**src/rtl/cfgh_pkg.sv**
```systemverilog
package cfgh_pkg;
    typedef enum logic [2:0] {
        ST_IDLE,
        ST_PULSE,
        ST_WAIT,
        ST_SEND,
        ST_FLUSH,
        ST_DONE,
        ST_RECOV,
        ST_FAIL
    } cfgh_state_e;
endpackage

```
**src/rtl/cfgh_sync.sv**
```systemverilog
module cfgh_sync #(
    parameter int WIDTH  = 2,
    parameter int STAGES = 2
) (
    input  logic             clk,
    input  logic             rst_n,
    input  logic [WIDTH-1:0] d,
    output logic [WIDTH-1:0] q
);
    for (genvar g = 0; g < STAGES; g++) begin : g_stg
        logic [WIDTH-1:0] r;
        if (g == 0) begin : g_first
            always_ff @(posedge clk or negedge rst_n) begin
                if (!rst_n) r <= '0;
                else        r <= d;
            end
        end else begin : g_next
            always_ff @(posedge clk or negedge rst_n) begin
                if (!rst_n) r <= '0;
                else        r <= g_stg[g-1].r;
            end
        end
    end

    assign q = g_stg[STAGES-1].r;
endmodule

```
**src/rtl/cfgh_seq.sv**
```systemverilog
module cfgh_seq
    import cfgh_pkg::*;
#(
    parameter int DATA_W    = 8,
    parameter int CLK_DIV   = 2,
    parameter int PULSE_CYC = 100,
    parameter int STATUS_TO = 30000,
    parameter int FLUSH_CYC = 64,
    parameter int MAX_TRIES = 3
) (
    input  logic              clk,
    input  logic              rst_n,
    input  logic              start,
    input  logic              restart_self,
    input  logic [DATA_W-1:0] in_data,
    input  logic              in_valid,
    input  logic              in_last,
    output logic              in_ready,
    output logic              rewind,
    input  logic              ns_ok,
    input  logic              cd_ok,
    output logic              prog_n_o,
    output logic              wr_clk_o,
    output logic [DATA_W-1:0] wr_data_o,
    output logic              busy,
    output logic              done,
    output logic              error,
    output logic              fatal
);
    localparam int MAXV = (STATUS_TO > PULSE_CYC)
                        ? ((STATUS_TO > CLK_DIV) ? STATUS_TO : CLK_DIV)
                        : ((PULSE_CYC > CLK_DIV) ? PULSE_CYC : CLK_DIV);
    localparam int CW = $clog2(MAXV + 1);
    localparam int FW = $clog2(FLUSH_CYC + 2);
    localparam int TW = $clog2(MAX_TRIES + 1);

    typedef struct packed {
        cfgh_state_e       st;
        logic [CW-1:0]     cnt;
        logic [FW-1:0]     rem;
        logic [TW-1:0]     tries;
        logic              have;
        logic              hi;
        logic              last;
        logic              prog_n;
        logic              wclk;
        logic              err;
        logic              rew;
        logic [DATA_W-1:0] data;
    } regs_t;

    regs_t r_q, r_d;
    logic  fail_ns, fail_hard;

    always_comb begin
        r_d       = r_q;
        r_d.err   = 1'b0;
        r_d.rew   = 1'b0;
        fail_ns   = 1'b0;
        fail_hard = 1'b0;
        unique case (r_q.st)
            ST_IDLE, ST_DONE, ST_FAIL: begin
                if (start) begin
                    r_d.tries  = '0;
                    r_d.rew    = 1'b1;
                    r_d.st     = ST_PULSE;
                    r_d.prog_n = 1'b0;
                    r_d.cnt    = CW'(PULSE_CYC - 1);
                end
            end
            ST_PULSE: begin
                if (r_q.cnt == '0) begin
                    r_d.prog_n = 1'b1;
                    r_d.st     = ST_WAIT;
                    r_d.cnt    = CW'(STATUS_TO - 1);
                end else begin
                    r_d.cnt = r_q.cnt - 1'b1;
                end
            end
            ST_WAIT, ST_RECOV: begin
                if (ns_ok) begin
                    r_d.st   = ST_SEND;
                    r_d.have = 1'b0;
                    r_d.hi   = 1'b0;
                end else if (r_q.cnt == '0) begin
                    fail_hard = 1'b1;
                end else begin
                    r_d.cnt = r_q.cnt - 1'b1;
                end
            end
            ST_SEND, ST_FLUSH: begin
                if (!ns_ok) begin
                    fail_ns = 1'b1;
                end else if (cd_ok) begin
                    r_d.st   = ST_DONE;
                    r_d.wclk = 1'b0;
                    r_d.hi   = 1'b0;
                    r_d.have = 1'b0;
                end else if (r_q.st == ST_SEND && !r_q.have) begin
                    if (in_valid) begin
                        r_d.have = 1'b1;
                        r_d.data = in_data;
                        r_d.last = in_last;
                        r_d.cnt  = CW'(CLK_DIV - 1);
                    end
                end else if (r_q.cnt != '0) begin
                    r_d.cnt = r_q.cnt - 1'b1;
                end else if (!r_q.hi) begin
                    if (r_q.st == ST_FLUSH && r_q.rem == '0) begin
                        fail_hard = 1'b1;
                    end else begin
                        r_d.hi   = 1'b1;
                        r_d.wclk = 1'b1;
                        r_d.cnt  = CW'(CLK_DIV - 1);
                    end
                end else begin
                    r_d.hi   = 1'b0;
                    r_d.wclk = 1'b0;
                    r_d.cnt  = CW'(CLK_DIV - 1);
                    if (r_q.st == ST_FLUSH) begin
                        r_d.rem = r_q.rem - 1'b1;
                    end else begin
                        r_d.have = 1'b0;
                        if (r_q.last) begin
                            r_d.st  = ST_FLUSH;
                            r_d.rem = FW'(FLUSH_CYC);
                        end
                    end
                end
            end
            default: r_d.st = ST_IDLE;
        endcase

        if (fail_ns || fail_hard) begin
            r_d.err  = 1'b1;
            r_d.wclk = 1'b0;
            r_d.hi   = 1'b0;
            r_d.have = 1'b0;
            if (r_q.tries == TW'(MAX_TRIES - 1)) begin
                r_d.st     = ST_FAIL;
                r_d.prog_n = 1'b1;
            end else begin
                r_d.tries = r_q.tries + 1'b1;
                r_d.rew   = 1'b1;
                if (fail_ns && restart_self) begin
                    r_d.st  = ST_RECOV;
                    r_d.cnt = CW'(STATUS_TO - 1);
                end else begin
                    r_d.st     = ST_PULSE;
                    r_d.prog_n = 1'b0;
                    r_d.cnt    = CW'(PULSE_CYC - 1);
                end
            end
        end
    end

    always_ff @(posedge clk or negedge rst_n) begin
        if (!rst_n) begin
            r_q        <= '0;
            r_q.st     <= ST_IDLE;
            r_q.prog_n <= 1'b1;
        end else begin
            r_q <= r_d;
        end
    end

    assign in_ready  = (r_q.st == ST_SEND) && !r_q.have && ns_ok && !cd_ok;
    assign rewind    = r_q.rew;
    assign prog_n_o  = r_q.prog_n;
    assign wr_clk_o  = r_q.wclk;
    assign wr_data_o = r_q.data;
    assign error     = r_q.err;
    assign done      = (r_q.st == ST_DONE);
    assign fatal     = (r_q.st == ST_FAIL);
    assign busy      = !(r_q.st == ST_IDLE || r_q.st == ST_DONE || r_q.st == ST_FAIL);
endmodule

```
**src/rtl/cfg_host.sv**
```systemverilog
module cfg_host #(
    parameter int DATA_W      = 8,
    parameter int CLK_DIV     = 2,
    parameter int PULSE_CYC   = 100,
    parameter int STATUS_TO   = 30000,
    parameter int FLUSH_CYC   = 64,
    parameter int MAX_TRIES   = 3,
    parameter int SYNC_STAGES = 2
) (
    input  logic              clk,
    input  logic              rst_n,
    input  logic              start,
    input  logic              restart_self,
    input  logic [DATA_W-1:0] in_data,
    input  logic              in_valid,
    input  logic              in_last,
    output logic              in_ready,
    output logic              rewind,
    output logic              prog_n_o,
    output logic              wr_clk_o,
    output logic [DATA_W-1:0] wr_data_o,
    input  logic              health_n_i,
    input  logic              loaded_i,
    output logic              busy,
    output logic              done,
    output logic              error,
    output logic              fatal
);
    logic [1:0] line_s;

    cfgh_sync #(
        .WIDTH (2),
        .STAGES(SYNC_STAGES)
    ) u_sync (
        .clk  (clk),
        .rst_n(rst_n),
        .d    ({loaded_i, health_n_i}),
        .q    (line_s)
    );

    cfgh_seq #(
        .DATA_W   (DATA_W),
        .CLK_DIV  (CLK_DIV),
        .PULSE_CYC(PULSE_CYC),
        .STATUS_TO(STATUS_TO),
        .FLUSH_CYC(FLUSH_CYC),
        .MAX_TRIES(MAX_TRIES)
    ) u_seq (
        .clk         (clk),
        .rst_n       (rst_n),
        .start       (start),
        .restart_self(restart_self),
        .in_data     (in_data),
        .in_valid    (in_valid),
        .in_last     (in_last),
        .in_ready    (in_ready),
        .rewind      (rewind),
        .ns_ok       (line_s[0]),
        .cd_ok       (line_s[1]),
        .prog_n_o    (prog_n_o),
        .wr_clk_o    (wr_clk_o),
        .wr_data_o   (wr_data_o),
        .busy        (busy),
        .done        (done),
        .error       (error),
        .fatal       (fatal)
    );
endmodule

```
**config.mk**
```make
export PLATFORM = sky130hd
export DESIGN_NAME = cfg_host
export DESIGN_NICKNAME = d
export VERILOG_FILES = /design/src/rtl/cfgh_pkg.sv /design/src/rtl/cfgh_sync.sv /design/src/rtl/cfgh_seq.sv /design/src/rtl/cfg_host.sv
export SDC_FILE = /design/constraint.sdc
export NUM_CORES = 1
export LEC_CHECK = 0
export BUFFER_PORTS_ARGS = -buffer_cell sky130_fd_sc_hd__buf_4
export CORE_ASPECT_RATIO = 0.8
export CORE_UTILIZATION = 25
export CTS_CLUSTER_DIAMETER = 80
export DETAILED_ROUTE_END_ITERATION = 16
export SETUP_SLACK_MARGIN = 0.15
export SLEW_MARGIN = 40
export SYNTH_ARGS = -nofsm -noshare
export SYNTH_HDL_FRONTEND = slang
export SYNTH_SLANG_ARGS = --single-unit
```
**constraint.sdc**
```tcl
create_clock -name clk -period 6.55 [get_ports clk]
set_input_delay 0.3275 -clock clk [delete_from_list [all_inputs] [get_ports clk]]
set_output_delay 0.3275 -clock clk [all_outputs]
set_load 0.03 [all_outputs]
```
# Word-level counts from Yosys, hierarchy flattened

Cells that the tools add are included.

Equal/unequal tests: 24
Reductions and logical operators: 28
Multiplexer cells: 75
Add/subtract/negate cells: 3
Bitwise operators: 3

Operators with widths:

| kind                                                                    | number |
|---|---|
| 15-bit 2-to-1 mux                                                       | 9 |
| 18-bit one-hot mux with 4 select lines                                  | 1 |
| 18-bit 2-to-1 mux                                                       | 3 |
| 7-bit 2-to-1 mux                                                        | 5 |
| 1-bit 2-to-1 mux                                                        | 34 |
| 3-bit 2-to-1 mux                                                        | 10 |
| 25-bit 2-to-1 mux                                                       | 1 |
| 22-bit 2-to-1 mux                                                       | 1 |
| 15-bit logical NOT                                                      | 1 |
| 5-bit AND reduction                                                     | 3 |
| 15-bit nonzero test                                                     | 1 |
| 15-bit by 1-bit subtractor with 15-bit output, second input constant    | 1 |
| 7-bit AND reduction                                                     | 2 |
| 3-bit equality test, second input constant                              | 4 |
| 2-bit 2-to-1 mux                                                        | 6 |
| 4-bit inequality test, second input constant                            | 3 |
| 5-bit by 4-bit inequality test with 1-bit output, second input constant | 2 |
| 3-bit by 2-bit inequality test with 1-bit output, second input constant | 3 |
| 9-bit AND reduction                                                     | 1 |
| 4-bit 2-to-1 mux                                                        | 2 |
| 4-bit by 2-bit inequality test with 1-bit output, second input constant | 2 |
| 7-bit logical NOT                                                       | 1 |
| 7-bit by 1-bit subtractor with 7-bit output, second input constant      | 1 |
| 3-bit by 2-bit equality test with 1-bit output, second input constant   | 2 |
| other kinds (19)                                                        | 34 |

Register bits: 46
Input bits: 16
Logic and storage cells: 147

# Longest topological paths before layout

Gate-level depths: netlist of the first run.

Word-level depth: 12
Gate-level depth with buffers: 11
Mapped depth without buffers: 9

# Hierarchy

Synthesis of the first run repeated with hierarchy kept, for this count alone.

Cells, all modules: 353
Area total of the unflattened synthesis: 3,057.9 µm²

By module, submodules not included:

| module    | sequential area each (µm²) | instances | cells each | area each (µm²) |
|---|---|---|---|---|
| cfgh_seq  | 1,052.3                    | 1         | 349        | 2,957.8 |
| cfgh_sync | 100.1                      | 1         | 4          | 100.1 |

# Least setup slack after synthesis of the first run

No wires, ideal clock.

Path type: flip-flop to flip-flop
Start point: reg u_seq.r_q[24] (netlist bit)
End point: reg u_seq.r_q[24] (netlist bit)
Slack: 4,055 ps
Clock period less this slack: 2,495 ps
Cell stages (with the launch flop): 11
Setup time: 131 ps
Buffers on the path: 2
Arrival time: 2,363 ps
Cells stage by stage: dfrtp_1 > inv_1 > ha_1 > nor4b_2 > and4_1 > buf_6 > inv_2 > clkbuf_1 > ha_1 > a221o_1 > or3_1

RTL lines:

| item                     | RTL line        | source |
|---|---|---|
| start: declaration       | cfgh_seq.sv:52  | `regs_t r_q, r_d;` |
| start signal: assignment | cfgh_seq.sv:163 | `r_q <= r_d;` |

# Final worst setup path of the first run

Start point: reg u_seq.r_q[24] (netlist bit)
End point: reg u_seq.r_q[39] (netlist bit)

Longest elaborated chain between the ends: 9
Elaborated cells between the ends (all ways): 21
Classes of those cells: eq/ne: 9; mux: 8; reduce/logical: 4

RTL lines:

| item                                                                                     | RTL line        | source |
|---|---|---|
| 15-bit nonzero test                                                                      | cfgh_seq.sv:106 | `end else if (r_q.cnt != '0) begin` |
| 1-bit 2-to-1 mux                                                                         | cfgh_seq.sv:106 |  |
| 1-bit 2-to-1 mux                                                                         | cfgh_seq.sv:99  | `end else if (r_q.st == ST_SEND && !r_q.have) begin` |
| 1-bit 2-to-1 mux                                                                         | cfgh_seq.sv:94  | `end else if (cd_ok) begin` |
| 1-bit 2-to-1 mux                                                                         | cfgh_seq.sv:92  | `if (!ns_ok) begin` |
| 1-bit one-hot mux with 2 select lines                                                    | cfgh_seq.sv:61  | `unique case (r_q.st)` |
| 1-bit logical OR                                                                         | cfgh_seq.sv:134 | `if (fail_ns \|\| fail_hard) begin` |
| 4-bit by 2-bit inequality test with 1-bit output (no line), or another cell as far along | --              |  |
| 9-bit AND reduction (no line)                                                            | --              |  |

Parallel ways exist; a longest one is shown, timed or not.
A chain may end at the register's enable or synchronous reset.

==> results.md, run 1 <==
- Initial Utilization: 0.259
- Tmin final: around 3.0 ns
- Synth area leader: dfrtp_1
- Slew HR: 0.483
- GR Overflow Total: 0
- Routed wire length: between 7000 and 8000 microns
- I/O pin count: 32
- TritonCTS Buffers: 5
- First-pass GRT wire length: roughly 13000 microns
- CP Class: register to register
- Pwr/cell area: 469 nW/um^2
- DRT iter0 DRCs: 345
- Final Skew: roughly 0.0073 ns
- Top-count cell post-synth: dfrtp_1
- Router iterations before antenna repair: 4
- Vias in the first global route: 2569
- Area contributors post-synth: dfrtp_1 (38%), o21ai_0 (5.9%), a21oi_1 (4.0%)
- Worst-margin pin slew: between 0.7 and 0.8 ns
- Synth Net Count: between 300 and 400
- Hold Fails Final Rpt: 0
- FFs w/ async S/R, synth: 1.00
- Antenna cells: 0
- Crit end category: register
- Post-Syn Instances: between 300 and 400
- Setup repair bufs after CTS: 0
- Reg2Reg Setup Slack: 3.52 ns
- Row Count: 35
- Number of vias per cell: approximately 5.4
- Initial antenna violation count: 0
- H-tree levels: 2
- Clk root buf: clkbuf_16
- Fmax: approximately 0.33 GHz
- Main synth FF type: dfrtp_1
- Number of flops mapped to enable cells by yosys: 0
- DRT antenna net count: 0
- Core ar.: 11600 sq um
- Yosys cell types: a little under 70
- Cts repair resizes: 0
- Final period util: 0.462
- NumNets Final: about 380
- Routability Congestion: 0.879
- Synth Register Bits: 46
- Sequential area share after synthesis: 0.385
- Die ar.: around 12000 sq um
- Area growth syn-to-layout: 15.7%
- Area share of the largest cell type after synthesis: 0.377
- Leakage dissipation: about 1.5 nW
- Final Instance Count excl. Fillers: ~510
- Worst VDD drop: 272 uV
- Max-slew violations: 0
- Chip Height: 99.8 microns
- Syn Area/Cell: ~8.7 sq um
- IO Port Bufs: 31
- Syn. warnings: 0
- Die X: around 120 microns
- Startpoint Class: register
- Num Clock Sinks: 46
- Avg WL per Cell: 15.3 microns
- CTS tree: built
- RSZ-0062 raised after global routing: no
- Reg clk slew, reported paths: roughly 0.070 ns
- Synth Cell Area: 2990 sq um
- Residual DRC count: 0
- Hold-fix buffers at CTS: 0
- Via count: 2731
- Min-delay worst type: input port to asynchronous set/reset pin
- Max cap viols: 0
- Worst-skew pair later-pin latency: 0.29 ns
- Synth cell count leaders: dfrtp_1 (45), o21ai_0 (35), nand2_1 (30)
- Cell Count Post-Placement: roughly 500
- Hpwl dp: 5690 microns
- Largest fanout on the critical path: 17
- WP data arrival: between 3 and 4 ns
- Share of cells above drive strength 1: 0.172
- GRT Overall Usage: 0.131
- Setup TNS: 0 ns
- WP data required: between 6 and 7 ns
- Finish-stage setup viols: 0
- Largest net degree at the start of global routing: 47
- Status: completed
- Max clock buf depth: 2
[state kept, by name, summed over array words and instances (netlist names), named ones only]
name / flops
u_seq.r_q: 29
u_sync.g_stg.r: 2
u_seq.prog_n_o: 1
u_seq.rewind: 1
u_seq.wr_clk_o: 1
u_sync.q: 2
u_seq.error: 1
u_seq.wr_data_o: 8
[worst max-delay path, cell delays in order, from the launching register on]
cell and delay, ns:
dfrtp_1 0.44, inv_1 0.16, ha_1 0.16, nor4b_2 0.24, and4_1 0.64, inv_2 0.26, a221o_1 0.38, or2_1 0.26
o21a_1 0.19, o32ai_1 0.20
[report_power, final]
group          internal (W)  total, W  switching (W)
sequential         0.000374  0.000505       0.000131
combinational      0.000322  0.000828       0.000506
clock              0.000181  0.000291       0.000110
total              0.000877   0.00162       0.000748
[layout by cell type, fill, tap and decap left out, types with 3 or more instances in the layout]
master,instances
a211o_1,3
clkbuf_16,5
o31ai_1,5
a22oi_1,5
buf_4,31
nor2b_1,4
nor4_1,4
nor3_1,8
or4_1,5
ha_1,5
and3_1,4
a21oi_1,24
dfrtp_1,45
a31oi_1,6
a211oi_1,3
a21o_1,4
nand3_1,10
mux2_2,10
a32oi_1,3
nand2b_1,10
inv_1,8
or3_1,7
nor2_1,29
o21ai_0,35
nand2_1,30
[per-layer routing]
metal | vias up | track usage | routed length (microns)
met3 | 11 | 0.0171 | 509
met2 | 109 | 0.192 | 3370
met4 | 0 | 0.0399 | 108
met1 | 1301 | 0.197 | 3790
li1 | 1310 | - | -
met5 | - | 0 | 0
[final timing paths]
check / cells past startpoint / to / startpoint
max: 9 / u_seq.r_q[39] / u_seq.r_q[24]
min: 1 / u_seq.wr_data_o[0] / rst_n
max reg2reg: 9 / u_seq.r_q[39] / u_seq.r_q[24]
min reg2reg: 0 / u_sync.q[1] / u_sync.g_stg[0].r[1]
max in group asynchronous: 1 / u_seq.r_q[35] / rst_n
min in group clk: 1 / u_sync.g_stg[0].r[1] / loaded_i
[per-stage QoR]
stage / util / total power [W] / instance area (sq um) / setup WS (ns) / hold WS [ns]
finish: 0.299 / 0.00162 / 3460 / 3.52 / 0.0320
global route: 0.299 / 0.00175 / 3460 / 3.34 / 0.0970
CTS: 0.299 / 0.00161 / 3450 / 3.57 / 0.0602
detailed placement: 0.284 / 0.00132 / 3280 / 3.60 / 0.335
global placement: 0.284 / 0.00131 / 3280 / 3.67 / 0.332
floorplan: - / 0.00112 / 2990 / 4.06 / 0.0319
[final cells by class]
class	instances	area, sq um
flip-flops and latches	46	1150
clock inverters	3	43.8
repair buffers	31	233
inverters	10	37.5
fillers	1249	8100
clock buffers	5	125
multi-input cells	266	1680
well taps	148	185
[logic make-up (layout without fill, tap and decap cells)]
kind of cell | after synthesis | after routing | synth area share
multiplexers | 12 | 12 | 0.0444
adder cells (fa/ha/maj) | 5 | 5 | 0.0209
AND/OR/NAND/NOR | 133 | 133 | 0.243
flip-flops | 46 | 46 | 0.385
buffers and inverters | 33 | 49 | 0.0556
AO/OA/AOI/OAI | 113 | 113 | 0.242
XOR/XNOR | 3 | 3 | 0.00879
No activity file was read; power rests on OpenSTA's default activity.
==> run 2, diff against run 1 <==
==> constraint.sdc (replaced) <==
create_clock -name clk -period 2.8 [get_ports clk]
set_input_delay 0.14 -clock clk [delete_from_list [all_inputs] [get_ports clk]]
set_output_delay 0.14 -clock clk [all_outputs]
set_load 0.03 [all_outputs]
==> run 2 against run 1 <==
Against the previous run:
- non-clock buffer count rose by 22
- critical endpoint is now u_seq.r_q[24]
- critical path depth did not move
- global-route usage rose by 0.90 points
- utilization rose by 1.4 points
- sequential power rose by 120%
- design area rose by 4.6%
- wire length rose by 7.4%
- maximum frequency rose by 19%
- largest power group unchanged
- via count rose by 7.2%
- clock power rose by 110%
- final cell count rose by 4.3%
- sequential share of layout area fell by 1.5 points
==> results.md, run 2 (synthesis results as in run 1) <==
- H-tree levels: 2
- RSZ-0062 raised after global routing: no
- GRT busiest layer: met2
- Number of vias per cell: between 5 and 6
- Hold Path End: u_seq.wr_data_o[7]
- Hpwl dp: 6170 microns
- DRT antenna net count: 0
- Core ar.: 11600 sq um
- Worst-skew pair later-pin latency: about 0.29 ns
- Slowest cell on crit path: dfrtp_1
- CP Buf/Inv Count: 2
- Total Power: roughly 0.004 W
- Finish-stage setup viols: 0
- CP cell instances: inv_1 > ha_1 > nor4b_4 > and4_4 > buf_4 > a21oi_1 > a21o_1 > nand2_1 > or3_1
- DRT iter0 DRCs: a little under 400
- WP data required: around 3.0 ns
- Largest net degree at the start of global routing: 47
- Fmax: 0.394 GHz
- Area of the multi-input gates: around 1700 sq um
- Via count: slightly below 3000
- Max-slew violations: 0
- I/O pin count: 32
- Grt met2 use: 0.211
- Row Count: 35
- Min-delay worst type: input port to register
- Worst r2r src: u_seq.r_q[24]
- Die ar.: approximately 12000 sq um
- GR Overflow Total: 0
- Final Skew: ~0.0058 ns
- IO Port Bufs: 31
- HP Start: in_data[7]
- Max reg flops: 29
- Largest Register: u_seq.r_q
- Max stage delay on crit path: between 0.4 and 0.5 ns
- R2R Path End: u_seq.r_q[24]
- Die X: 124 microns
- Met1 global-route usage: 0.207
- Tmin final: around 2.5 ns
- Antenna cells: 0
- First-pass GRT wire length: about 14000 microns
- Hold Fails Final Rpt: 0
- Slew HR: 0.553
- CTS tree: built
- Routed wire length: 8360 microns
- Fill count: around 1200
- WP data arrival: between 2 and 3 ns
- Most common cell after layout, fill and taps aside: buf_4
- Initial antenna violation count: 0
- Most frequent cells in the layout: buf_4 (50), dfrtp_1 (45), o21ai_0 (34)
- GRT Overall Usage: 0.140
- Max cap viols: 0
- Chip Height: approximately 100 microns
- Worst path top cell family by delay: simple AND/OR/NAND/NOR gates
- Startpoint Class: register
- Router iterations before antenna repair: 5
- Largest fanout on the critical path: 11
- Final period util: 0.907
- Residual DRC count: 0
- Vias in the first global route: 2714
- Reg clk slew, reported paths: around 0.07 ns
- Area growth syn-to-layout: 21.0%
- Num Clock Sinks: 46
- Hold depth: 2
- Status: completed
- Reg area: approximately 1200 sq um
- Setup TNS: 0 ns
- Initial Utilization: 0.259
- Share of cells above drive strength 1: 0.214
- NumNets Final: 403
- Met3 Usage GRT: 0.0181
- Routability Congestion: 0.918
- CP Class: register to register
- Crit end category: register
- Clk root buf: clkbuf_16
- Leakage dissipation: ~1.6 nW
- FF-to-FF path depth: 9
- Setup repair bufs after CTS: 0
- Max clock buf depth: 2
- TritonCTS Buffers: 5
- Worst-margin pin slew: ~0.67 ns
- Worst VDD drop: around 390 uV
- Pwr/cell area: between 1000 and 1500 nW/um^2
- Reg2Reg Setup Slack: between 0.2 and 0.3 ns
- Avg WL per Cell: around 16 microns
run 2: worst max-delay path by stage:
stage	from	end	slack [ns]	cells past startpoint
floorplan	u_seq.r_q[24]	u_seq.r_q[24]	0.31	10
global placement	u_seq.r_q[24]	u_seq.r_q[27]	0.22	9
detailed placement	u_seq.r_q[24]	u_seq.r_q[27]	0.18	9
CTS	u_seq.r_q[24]	u_seq.r_q[39]	0.19	9
global route	u_seq.r_q[24]	u_seq.r_q[40]	0.16	9
finish	u_seq.r_q[24]	u_seq.r_q[24]	0.26	9
run 2: power breakdown:
group          leakage, nW  switching [W]  internal [W]  total [W]
Combinational        0.914        0.00133      0.000882    0.00221
Sequential           0.593       0.000234      0.000876    0.00111
Clock               0.0664       0.000276      0.000334   0.000611
Total                 1.57        0.00184       0.00209    0.00393
run 2: timing repair:
action / 4_1_cts / 5_1_grt
gates resized for setup: 1 / 4
pin swaps: 0 / 0
endpoints found under the hold margin: 47 / 0
hold buffers: 3 / 0
setup endpoints to repair: 1 / 9
run 2: metal layers:
layer  routed length [microns]  vias to the layer above  share of wire
met5                         0                        -              0
met4                       111                        0          0.013
met3                       561                       13          0.067
met2                      3580                      133           0.43
met1                      4100                     1431           0.49
li1                          -                     1351              -
run 2: metrics by stage:
stage	std cells	util	hold WS, ns	area (sq um)	setup WS [ns]
after detailed placement	520	0.296	0.188	3430	0.176
after floorplan	345	-	-0.156	2990	0.305
after global routing	531	0.313	0.0767	3620	0.155
final	531	0.313	0.0827	3620	0.262
after global placement	520	0.296	0.192	3420	0.220
after CTS	531	0.312	0.0748	3610	0.186
run 2: worst register-to-register path, stage by stage, from the launching register on:
cell and delay (ns):
dfrtp_1 0.46, inv_1 0.13, ha_1 0.22, nor4b_4 0.13, and4_4 0.20, buf_4 0.17
a21oi_1 0.26, a21o_1 0.32, nand2_1 0.14, or3_1 0.39
run 2: cell type report:
| type | instances | share of cell area |
|---|---|---|
| Clock inverter | 3 | 0.00657 |
| Sequential cell | 46 | 0.319 |
| Inverter | 10 | 0.0104 |
| Multi-Input combinational cell | 266 | 0.467 |
| Tap cell | 148 | 0.0512 |
| Clock buffer | 5 | 0.0346 |
| Timing Repair Buffer | 53 | 0.112 |
==> run 3, diff against run 2 <==
--- a/config.mk
+++ b/config.mk
@@ -10,6 +10,7 @@
 export CORE_UTILIZATION = 25
 export CTS_CLUSTER_DIAMETER = 80
 export DETAILED_ROUTE_END_ITERATION = 16
+export PLACE_DENSITY = 0.51
 export SETUP_SLACK_MARGIN = 0.15
 export SLEW_MARGIN = 40
 export SYNTH_ARGS = -nofsm -noshare
==> run 3 against run 2 <==
Against the previous run:
- sequential cell count did not move
- via count fell by 1.7%
- utilization rose by 0.18 points
- critical path depth fell by 2
- total power rose by 0.23%
- final cell count rose by 0.38%
- die area did not move
- critical endpoint is now u_seq.r_q[27]
- largest power group unchanged
==> results.md, run 3 (synthesis results as in run 1) <==
- Status: completed
- Finish-stage setup viols: 0
- Met2 WL: 3740 microns
- Fmax: between 0.3 and 0.4 GHz
- GRT Overall Usage: 0.144
- CP most frequent cell: nand3_1
- Hold Fails Final Rpt: 0
- Worst path top cell family by delay: simple AND/OR/NAND/NOR gates
- Clk root buf: clkbuf_16
- Row Count: 35
- Worst-margin pin slew: 0.619 ns
- WP data arrival: 2.75 ns
- Hold depth: 2
- RSZ-0062 raised after global routing: yes
- Area growth syn-to-layout: 21.7%
- Hpwl dp: around 6400 microns
- CTS tree: built
- Final period util: 0.912
- NumNets Final: between 400 and 500
- Die ar.: between 10000 and 15000 sq um
- FF-to-FF path depth: 7
- DRT iter0 DRCs: between 300 and 400
- Max reg flops: 29
- Routability Congestion: ~0.90
- Initial Utilization: 0.259
- Share of cells above drive strength 1: 0.226
- Reg clk slew, reported paths: around 0.07 ns
- CP cell instances: or3b_1 > buf_4 > nor4_1 > nand3_1 > nand3_1 > o21ai_0 > a31oi_1
- Worst-skew pair later-pin latency: slightly below 0.3 ns
- Router iterations before antenna repair: 5
- Tmin final: 2.55 ns
- Core ar.: ~12000 sq um
- Largest Register: u_seq.r_q
- Worst VDD drop: around 430 uV
- DR WL met3: ~620 microns
- TritonCTS Buffers: 5
- Max stage delay on crit path: 0.50 ns
- Crit end category: register
- GR Overflow Total: 0
- CP Buf/Inv Count: 1
- I/O pin count: 32
- Most common cell after layout, fill and taps aside: buf_4
- Num Clock Sinks: 46
- Total Power: 0.00394 W
- Number of vias per cell: 5.40
- Pwr/cell area: about 1100 nW/um^2
- Max cap viols: 0
- Initial antenna violation count: 0
- Largest net degree at the start of global routing: between 40 and 50
- Leakage dissipation: 1.59 nW
- Largest fanout on the critical path: 14
- Slowest cell on crit path: dfrtp_1
- Max clock buf depth: 2
- DRT antenna net count: 0
- Residual DRC count: 0
- WP data required: roughly 3 ns
- Vias in the first global route: ~2700
- Post-layout util: 0.315
- Setup TNS: 0 ns
- Chip Height: roughly 100 microns
- Worst setup margin: 0.246 ns
- Most frequent cells in the layout: buf_4 (52), dfrtp_1 (44), o21ai_0 (34)
- Max-slew violations: 0
- IO Port Bufs: 31
- Via count: 2879
- First-pass GRT wire length: 14300 microns
- Avg WL per Cell: 16.3 microns
- Antenna cells: 0
- Final Skew: roughly 0.0087 ns
- Min-delay worst type: input port to register
- Die X: ~120 microns
- Slew HR: 0.587
- Startpoint Class: register
- H-tree levels: 2
- Routed wire length: approximately 8700 microns
- CP Class: register to register
- Critical Path Stages: 7
- Pre-CTS setup slack: ~0.10 ns
- Top sig layer: met4
- Routed metal-1 wirelength: around 4200 microns
==> run 3: final cells by class <==
class                           count  area (sq um)
Fill cell                        1214          7920
Multi-Input combinational cell    266          1700
Clock inverter                      3          21.3
Sequential cell                    46          1150
Timing Repair Buffer               55           420
Clock buffer                        5           125
Tap cell                          148           185
Inverter                           10          37.5
==> run 3: path summary, 6_finish.rpt <==
kind,startpoint,endpoint,slack [ns]
max,u_seq.r_q[39],u_seq.r_q[27],0.25
min,in_data[3],u_seq.wr_data_o[3],0.07
max reg2reg,u_seq.r_q[39],u_seq.r_q[27],0.25
min reg2reg,u_sync.g_stg[0].r[0],u_sync.q[0],0.35
max in group asynchronous,rst_n,u_seq.r_q[41],1.97
min in group asynchronous,rst_n,u_seq.r_q[28],0.39
==> run 3: what timing repair did <==
item / CTS / global route
hold buffers: 3 / 0
endpoints found under the hold margin: 47 / 0
endpoints found under the setup margin: 4 / 17
pin swaps: 0 / 1
gates resized for setup: 2 / 7
setup buffers: 0 / 1
==> run 3: where the power goes <==
part / internal [W] / switching (W)
sequential: 0.000877 / 0.000238
combinational: 0.000891 / 0.00133
clock: 0.000331 / 0.000271
==> run 3: stage by stage <==
stage	cells	instance area, sq um	hold slack [ns]
floorplan	345	2990	-0.156
global placement	521	3430	0.206
detailed placement	521	3430	0.207
CTS	532	3610	0.0706
global route	533	3640	0.0660
finish	533	3640	0.0729
==> run 3: worst register-to-register path, stage by stage (launching register included) <==
cell     delay, ns
dfrtp_1       0.50
or3b_1        0.47
buf_4         0.21
nor4_1        0.40
nand3_1       0.24
nand3_1       0.31
o21ai_0       0.15
a31oi_1       0.20
==> run 3: metal layers <==
| metal | track usage | up-vias |
|---|---|---|
| met5 | 0 | - |
| met4 | 0.0426 | 0 |
| met3 | 0.0261 | 13 |
| met2 | 0.219 | 122 |
| met1 | 0.207 | 1386 |
| li1 | - | 1358 |
